**src/rtl/clkdiv_pkg.sv**
```systemverilog
package clkdiv_pkg;
  // Number of banks whose source can be chosen by the select code.
  localparam int CFG_BANKS = 3;

  // Strobes handed from the control module to the datapath.
  typedef struct packed {
    logic                 gateOn;   // outputs allowed to toggle
    logic                 clrDiv4;  // clear quarter-rate divider at this edge
    logic [CFG_BANKS-1:0] bankMask; // 1 = bank carries quarter-rate clock
  } ctrl_t;
endpackage

```
**src/rtl/clkdiv_ctrl.sv**
```systemverilog
module clkdiv_ctrl
  import clkdiv_pkg::*;
#(
  parameter int SYNC_STAGES = 2,
  parameter int SEL_W       = 2
) (
  input  logic             oscClk,
  input  logic             rst,
  input  logic             outEnN,
  input  logic [SEL_W-1:0] bankSel,
  input  logic             div2Now,
  input  logic             div4Now,
  output ctrl_t            strobes
);
  localparam int TOP = SYNC_STAGES - 1;

  logic [TOP:0]       syncReg;
  logic [SEL_W-1:0]   selReg;
  logic               fallNext;
  logic               bothLowNext;
  logic [CFG_BANKS-1:0] maskVec;

  // Enable synchronizer; reset to the disabled level.
  always_ff @(posedge oscClk or posedge rst) begin
    if (rst) syncReg <= '1;
    else     syncReg <= {syncReg[TOP-1:0], outEnN};
  end

  // Synchronized enable about to go from high to low at this edge.
  assign fallNext = syncReg[TOP] & ~syncReg[TOP-1];

  // After this edge both derived clocks will be low.
  assign bothLowNext = div2Now & (fallNext | ~div4Now);

  always_ff @(posedge oscClk or posedge rst) begin
    if (rst)              selReg <= '0;
    else if (bothLowNext) selReg <= bankSel;
  end

  // Thermometer decode: bank k+1 takes quarter rate when code > k.
  for (genvar k = 0; k < CFG_BANKS; k++) begin : g_mask
    assign maskVec[k] = (32'(selReg) > k);
  end

  assign strobes.gateOn   = ~syncReg[TOP];
  assign strobes.clrDiv4  = fallNext;
  assign strobes.bankMask = maskVec;
endmodule

```
**src/rtl/clkdiv_datapath.sv**
```systemverilog
module clkdiv_datapath
  import clkdiv_pkg::*;
#(
  parameter int BANK_SIZE = 3,
  parameter int NUM_BANKS = CFG_BANKS + 1,
  localparam int OUT_W    = NUM_BANKS * BANK_SIZE
) (
  input  logic             oscClk,
  input  logic             rst,
  input  logic             refClk,
  input  logic             testMode,
  input  ctrl_t            strobes,
  output logic             div2Now,
  output logic             div4Now,
  output logic [OUT_W-1:0] clkOut
);
  logic div2Q;
  logic div4Q;

  // Half-rate flop toggles every edge; quarter-rate flop toggles on
  // the edges where the half-rate flop rises.
  always_ff @(posedge oscClk or posedge rst) begin
    if (rst) begin
      div2Q <= 1'b0;
      div4Q <= 1'b0;
    end else begin
      div2Q <= ~div2Q;
      if (strobes.clrDiv4) div4Q <= 1'b0;
      else if (!div2Q)     div4Q <= ~div4Q;
    end
  end

  assign div2Now = div2Q;
  assign div4Now = div4Q;

  for (genvar b = 0; b < NUM_BANKS; b++) begin : g_bank
    logic srcClk;
    logic outBit;
    if (b == 0) begin : g_fixed
      assign srcClk = div2Q;
    end else begin : g_cfg
      assign srcClk = strobes.bankMask[b-1] ? div4Q : div2Q;
    end
    assign outBit = strobes.gateOn & (testMode ? refClk : srcClk);
    assign clkOut[b*BANK_SIZE +: BANK_SIZE] = {BANK_SIZE{outBit}};
  end
endmodule

```
**src/rtl/clkdiv_bank_top.sv**
```systemverilog
module clkdiv_bank_top
  import clkdiv_pkg::*;
#(
  parameter int BANK_SIZE   = 3,
  parameter int SYNC_STAGES = 2,
  localparam int NUM_BANKS  = CFG_BANKS + 1,
  localparam int OUT_W      = NUM_BANKS * BANK_SIZE
) (
  input  logic             oscClk,
  input  logic             refClk,
  input  logic             rst,
  input  logic             testMode,
  input  logic             outEnN,
  input  logic [1:0]       bankSel,
  output logic [OUT_W-1:0] clkOut
);
  ctrl_t strobes;
  logic  div2Now;
  logic  div4Now;

  clkdiv_ctrl #(.SYNC_STAGES(SYNC_STAGES), .SEL_W(2)) u_ctrl (
    .oscClk (oscClk),
    .rst    (rst),
    .outEnN (outEnN),
    .bankSel(bankSel),
    .div2Now(div2Now),
    .div4Now(div4Now),
    .strobes(strobes)
  );

  clkdiv_datapath #(.BANK_SIZE(BANK_SIZE), .NUM_BANKS(NUM_BANKS)) u_dp (
    .oscClk  (oscClk),
    .rst     (rst),
    .refClk  (refClk),
    .testMode(testMode),
    .strobes (strobes),
    .div2Now (div2Now),
    .div4Now (div4Now),
    .clkOut  (clkOut)
  );
endmodule

```
**config.mk**
```make
export PLATFORM = sky130hd
export DESIGN_NAME = clkdiv_bank_top
export DESIGN_NICKNAME = d
export VERILOG_FILES = /design/src/rtl/clkdiv_pkg.sv /design/src/rtl/clkdiv_ctrl.sv /design/src/rtl/clkdiv_datapath.sv /design/src/rtl/clkdiv_bank_top.sv
export SDC_FILE = /design/constraint.sdc
export NUM_CORES = 1
export LEC_CHECK = 0
export BUFFER_PORTS_ARGS = -buffer_cell sky130_fd_sc_hd__buf_2
export CORE_AREA = 4 4 41 43
export CTS_CLUSTER_SIZE = 14
export DETAILED_ROUTE_END_ITERATION = 8
export DIE_AREA = 0 0 45 47
export PLACE_DENSITY_LB_ADDON = 0.2
export SLEW_MARGIN = 20
export SYNTH_ARGS = -nofsm -noshare
export SYNTH_HDL_FRONTEND = slang
export SYNTH_SLANG_ARGS = --single-unit
```
**constraint.sdc**
```tcl
create_clock -name oscClk -period 1.5 [get_ports oscClk]
set_input_delay 0.15 -clock oscClk [delete_from_list [all_inputs] [get_ports oscClk]]
set_output_delay 0.15 -clock oscClk [all_outputs]
set_load 0.02 [all_outputs]
```
---- After elaboration in Yosys (flattened, before gate mapping) ----
Index checks and enable logic that the tools add are counted.
word-level totals
  word-level logic and storage cells ...... 28
  register bits ........................... 6
  output and inout bits ................... 12
  memory bits (read-only) ................. 0
  memory bits (writable) .................. 0
  memories ................................ 0
  bits in latches ......................... 0
  bits of input ports ..................... 7
operators by class
  multiply operators ...................... 0
  add/sub/neg operators ................... 0
  shifts and indexed selects .............. 0
  divide/modulo/power cells ............... 0
  eq/ne operators ......................... 1
  bitwise operators ....................... 11
  muxes and demuxes ....................... 9
  order comparisons ....................... 3
  reductions and logical operators ........ 0
operators by type and width
  operator              count
  $mux W1               9
  $and A1 B1 Y1         6
  $gt A2 B1 Y1 const B  2
  $not A1 Y1            4
  $gt A2 B2 Y1 const B  1
  $ne A2 B2 Y1 const B  1
  $or A1 B1 Y1          1

---- Depth between registers and ports, before layout ----
  word-level depth ........................ 4
  mapped depth ............................ 4
  mapped depth without buffers ............ 3

---- By module ----
Synthesis repeated with hierarchy kept, for this count alone.
unflattened totals
  cells, all modules ...................... 44
  area total of the unflattened synthesis .. 436.7 µm²
by module, submodules not included
  module           area an instance (µm²)  cells each  times used  sequential area each (µm²)
  clkdiv_datapath  240.2                   29          1           50.0
  clkdiv_ctrl      196.4                   15          1           102.6

---- Least setup slack after synthesis ----
No wires, ideal clock.
  path kind ............................... register -> output
  start point ............................. register u_ctrl.selReg[1]
  end point ............................... output clkOut[3]
  arrival time ............................ 1082 ps
  path buffers ............................ 1
  stages on the path, launching flop included .. 5
  setup slack ............................. 268 ps
  required time ........................... 1350 ps
  path through ............................ dfrtp_1 > nor2_1 > nor3_1 > a211oi_1 > buf_4
on the way
  cells in the longest elaborated chain, start to end .. 4
RTL lines
  item                      line                   text
  start: declaration        clkdiv_ctrl.sv:18      logic [SEL_W-1:0] selReg;
  start signal: assignment  clkdiv_ctrl.sv:37      else if (bothLowNext) selReg <= bankSel;
  $gt A2 B1 Y1              clkdiv_ctrl.sv:42      assign maskVec[k] = (32'(selReg) > k);
  $mux W1                   clkdiv_datapath.sv:42  assign srcClk = strobes.bankMask[b-1] ? div4Q : div2Q;
  $mux W1                   clkdiv_datapath.sv:44  assign outBit = strobes.gateOn & (testMode ? refClk : srcClk);
  $and A1 B1 Y1             clkdiv_datapath.sv:44
  end: declaration          clkdiv_bank_top.sv:15  output logic [OUT_W-1:0] clkOut
No other way between the ends.

---- Worst setup path after layout ----
  start point ............................. register u_ctrl.selReg[1]
  end point ............................... output clkOut[5]
The elaborated chain is that of the path after synthesis.

==> impl_metrics.csv <==
group,metric,value,unit
run_status,outcome,"finished clean",
power_and_ir_drop,irDropWorstVdd,0.372,mV
worst_hold_path,hold_path_end,"u_ctrl.selReg[0]$_DFFE_PP0P_",
setup_path,r2r-start,"u_ctrl.syncReg[1]$_DFF_PP1_",
cells_and_area,final_core_util,0.371,
setup_path,ff2ff_setup_slack,0.26,ns
setup_path,worstPathMaxFanout,5,
synth,netlist_area,372,um^2
timing,relSlewSlack,0.814,
cells_and_area,fillCellCount,147,
synth,synth_compound_area_frac,0.104,
synth,synth_fp_nets,46,
synth,synth_xor_area_frac,0.0236,
timing,post-route-period-util,0.968,
cells_and_area,syn_to_final_growth,30.0,%
clock_tree,clock_path_buffers,2,
setup_path,startpoint_type,"flop",
synth,ys_ff_latch,6,
grt,antenna_found_initial,0,
routing,route.vias.total,280,
synth,yosysSeqAreaShare,0.411,
synth,ys_warn_count,0,
timing,hold_viol_final,0,
place,placed_area,390,um^2
synth,synth_simple_gate_area_frac,0.128,
timing,tns,0,ns
timing,tightest_slew,0.278,ns
cells_and_area,stdcell_area,483,um^2
flow_run,maxCapViolCount,0,
synth,syn_avg_cell_area,9.53,um^2
cells_and_area,seqCellArea,154,um^2
worst_hold_path,worstHoldStart,"bankSel[0]",
grt,grt_pass1_vias,265,
timing,slew_violations,0,
floorplan,die_h,47,um
clock_tree,post-cts-setup-buffers,0,
routing,via_per_inst,4.24,
synth,synth_top_family_by_area,"buffers and inverters",
clock_tree,clk_latency,0.24,ns
floorplan,start_util,0.286,
timing,holdWs,0.118,ns
floorplan,pin_count,19,
worst_hold_path,hold_path.class,"input pin to flop",
clock_tree,htreeDepth,1,
cells_and_area,final_cells,66,
routing,drc,0,
cells_and_area,final_net_count,59,
setup_path,reg2reg_depth,3,
clock_tree,cts.clk_slew.worst_paths,0.05,ns
floorplan,fp-row-count,13,
routing,drtIter0Drc,1,
power_and_ir_drop,p_leak,0.234,nW
grt,track_usage,0.0724,
cells_and_area,diodes,0,
setup_path,r2r-end,"u_ctrl.selReg[1]$_DFFE_PP0P_",
timing,skew,0.00782,ns
timing,max_freq,0.689,GHz
grt,grt_pass1_wl,1040,um
clock_tree,cts_num_sinks,6,
synth,ys_types,15,
grt,overflow,0,
clock_tree,cts_root_buffer,"clkbuf_4",
setup_path,endpoint_kind,"primary output",
place,portBuffers,18,
synth,synthMuxAreaShare,0.0606,
routing,ant_nets,0,
setup_path,crit_arrival,1.30,ns
synth,syn_inst,39,
clock_tree,tritoncts,"yes",
grt,grt_start_max_net_pins,7,
floorplan,die_area,2120,um^2
timing,finalSetupViolCount,0,
place,placed_cells,60,
power_and_ir_drop,power_density,1020,nW/um^2
floorplan,die_w,45,um
worst_hold_path,hold_path_depth,2,
clock_tree,cts_made_buffers,3,
routing,wire_per_inst,10.1,um
setup_path,worst-setup-path-type,"flop to primary output",
timing,fin_crit,1.45,ns
place,gp_congestion,0.698,
routing,dr.pass1.iters,2,
routing,drt_wl_total,669,um
synth,synthAdderAreaFrac,0,
timing,grt_setup_unrepaired,"yes",
cells_and_area,multi_input_area,148,um^2
cells_and_area,drive_gt1_frac,0.588,
floorplan,core,1300,um^2
setup_path,worst_ep_required_time,1.35,ns
==> layer usage <==
metal,track usage,vias up,share of wire
met5,0,-,0
met3,0.0153,2,0.13
li1,-,139,-
met2,0.0989,14,0.43
met1,0.0858,125,0.42
met4,0.0877,0,0.015
==> Yosys cell counts (all sizes together) <==
cell type | instances | area share
nor2b | 1 | 0.017
nand2 | 1 | 0.010
inv | 3 | 0.030
nor3 | 2 | 0.027
nor2 | 4 | 0.040
dfstp | 2 | 0.14
a21oi | 1 | 0.024
mux2 | 2 | 0.061
a21o | 1 | 0.020
nand2b | 1 | 0.017
xnor2 | 1 | 0.024
and2 | 1 | 0.017
a211oi | 3 | 0.061
dfrtp | 4 | 0.27
buf | 12 | 0.24
==> how the worst max path moves through the flow <==
stage | from | endpoint | cells after the start
global route | u_ctrl.selReg[1]$_DFFE_PP0P_ | clkOut[4] | 4
global placement | u_ctrl.selReg[1]$_DFFE_PP0P_ | clkOut[4] | 4
CTS | u_ctrl.selReg[1]$_DFFE_PP0P_ | clkOut[5] | 4
floorplan | u_ctrl.selReg[1]$_DFFE_PP0P_ | clkOut[3] | 4
detailed placement | u_ctrl.selReg[1]$_DFFE_PP0P_ | clkOut[5] | 4
finish | u_ctrl.selReg[1]$_DFFE_PP0P_ | clkOut[5] | 4
==> cells by family after synthesis <==
family / count (synthesis)
mux: 2
flops: 6
compound gates: 5
simple gates: 10
xor+xnor: 1
buf+inv: 15
==> what timing repair did <==
item                                    in CTS  in global routing
endpoints found under the hold margin        5                  0
gates resized for setup                      4                  9
pin swaps                                    1                  3
hold buffers                                 2                  0
endpoints found under the setup margin       3                  6
==> placed cells by master (no fill, tap or decap), drive strengths merged <==
| master | n |
|---|---|
| dfrtp | 4 |
| clkbuf | 4 |
| inv | 3 |
| nor3 | 2 |
| and2 | 1 |
| xnor2 | 1 |
| dlygate4sd3 | 2 |
| buf | 18 |
| nor2 | 4 |
| nand2 | 1 |
| a211oi | 3 |
| mux2 | 2 |
| a21o | 1 |
| a21oi | 1 |
| nand2b | 1 |
| nor2b | 1 |
| dfstp | 2 |
==> registers in the layout (all words and copies together) (netlist names) <==
name            flops
u_dp.div2Now        1
u_ctrl.selReg       2
u_dp.div4Now        1
u_ctrl.syncReg      2
==> cell type report <==
cell class | instances | share of cell area
clock buffers | 4 | 0.0544
inverters | 3 | 0.0233
flip-flops and latches | 6 | 0.319
well taps | 15 | 0.0389
repair buffers | 20 | 0.259
multi-input cells | 18 | 0.306
==> critical path: stages (launching register included) <==
cell	delay, ns
dfrtp_2	0.44
nor2_4	0.11
nor3_2	0.05
a211oi_2	0.27
buf_4	0.19
==> metrics by stage <==
| step | power (mW) | setup slack (ns) |
|---|---|---|
| after floorplan | 0.302 | 0.268 |
| after global placement | 0.307 | 0.213 |
| after detailed placement | 0.307 | 0.185 |
| after CTS | 0.486 | -0.000231 |
| after global routing | 0.526 | -0.0331 |
| final | 0.493 | 0.0486 |
==> report_power, final <==
group / internal, mW / leakage (nW) / switching, mW
logic: 0.0598 / 0.154 / 0.0739
clock network: 0.101 / 0.0150 / 0.0614
registers: 0.179 / 0.0644 / 0.0182
total: 0.339 / 0.234 / 0.153
(Power assumes the default switching activity.)
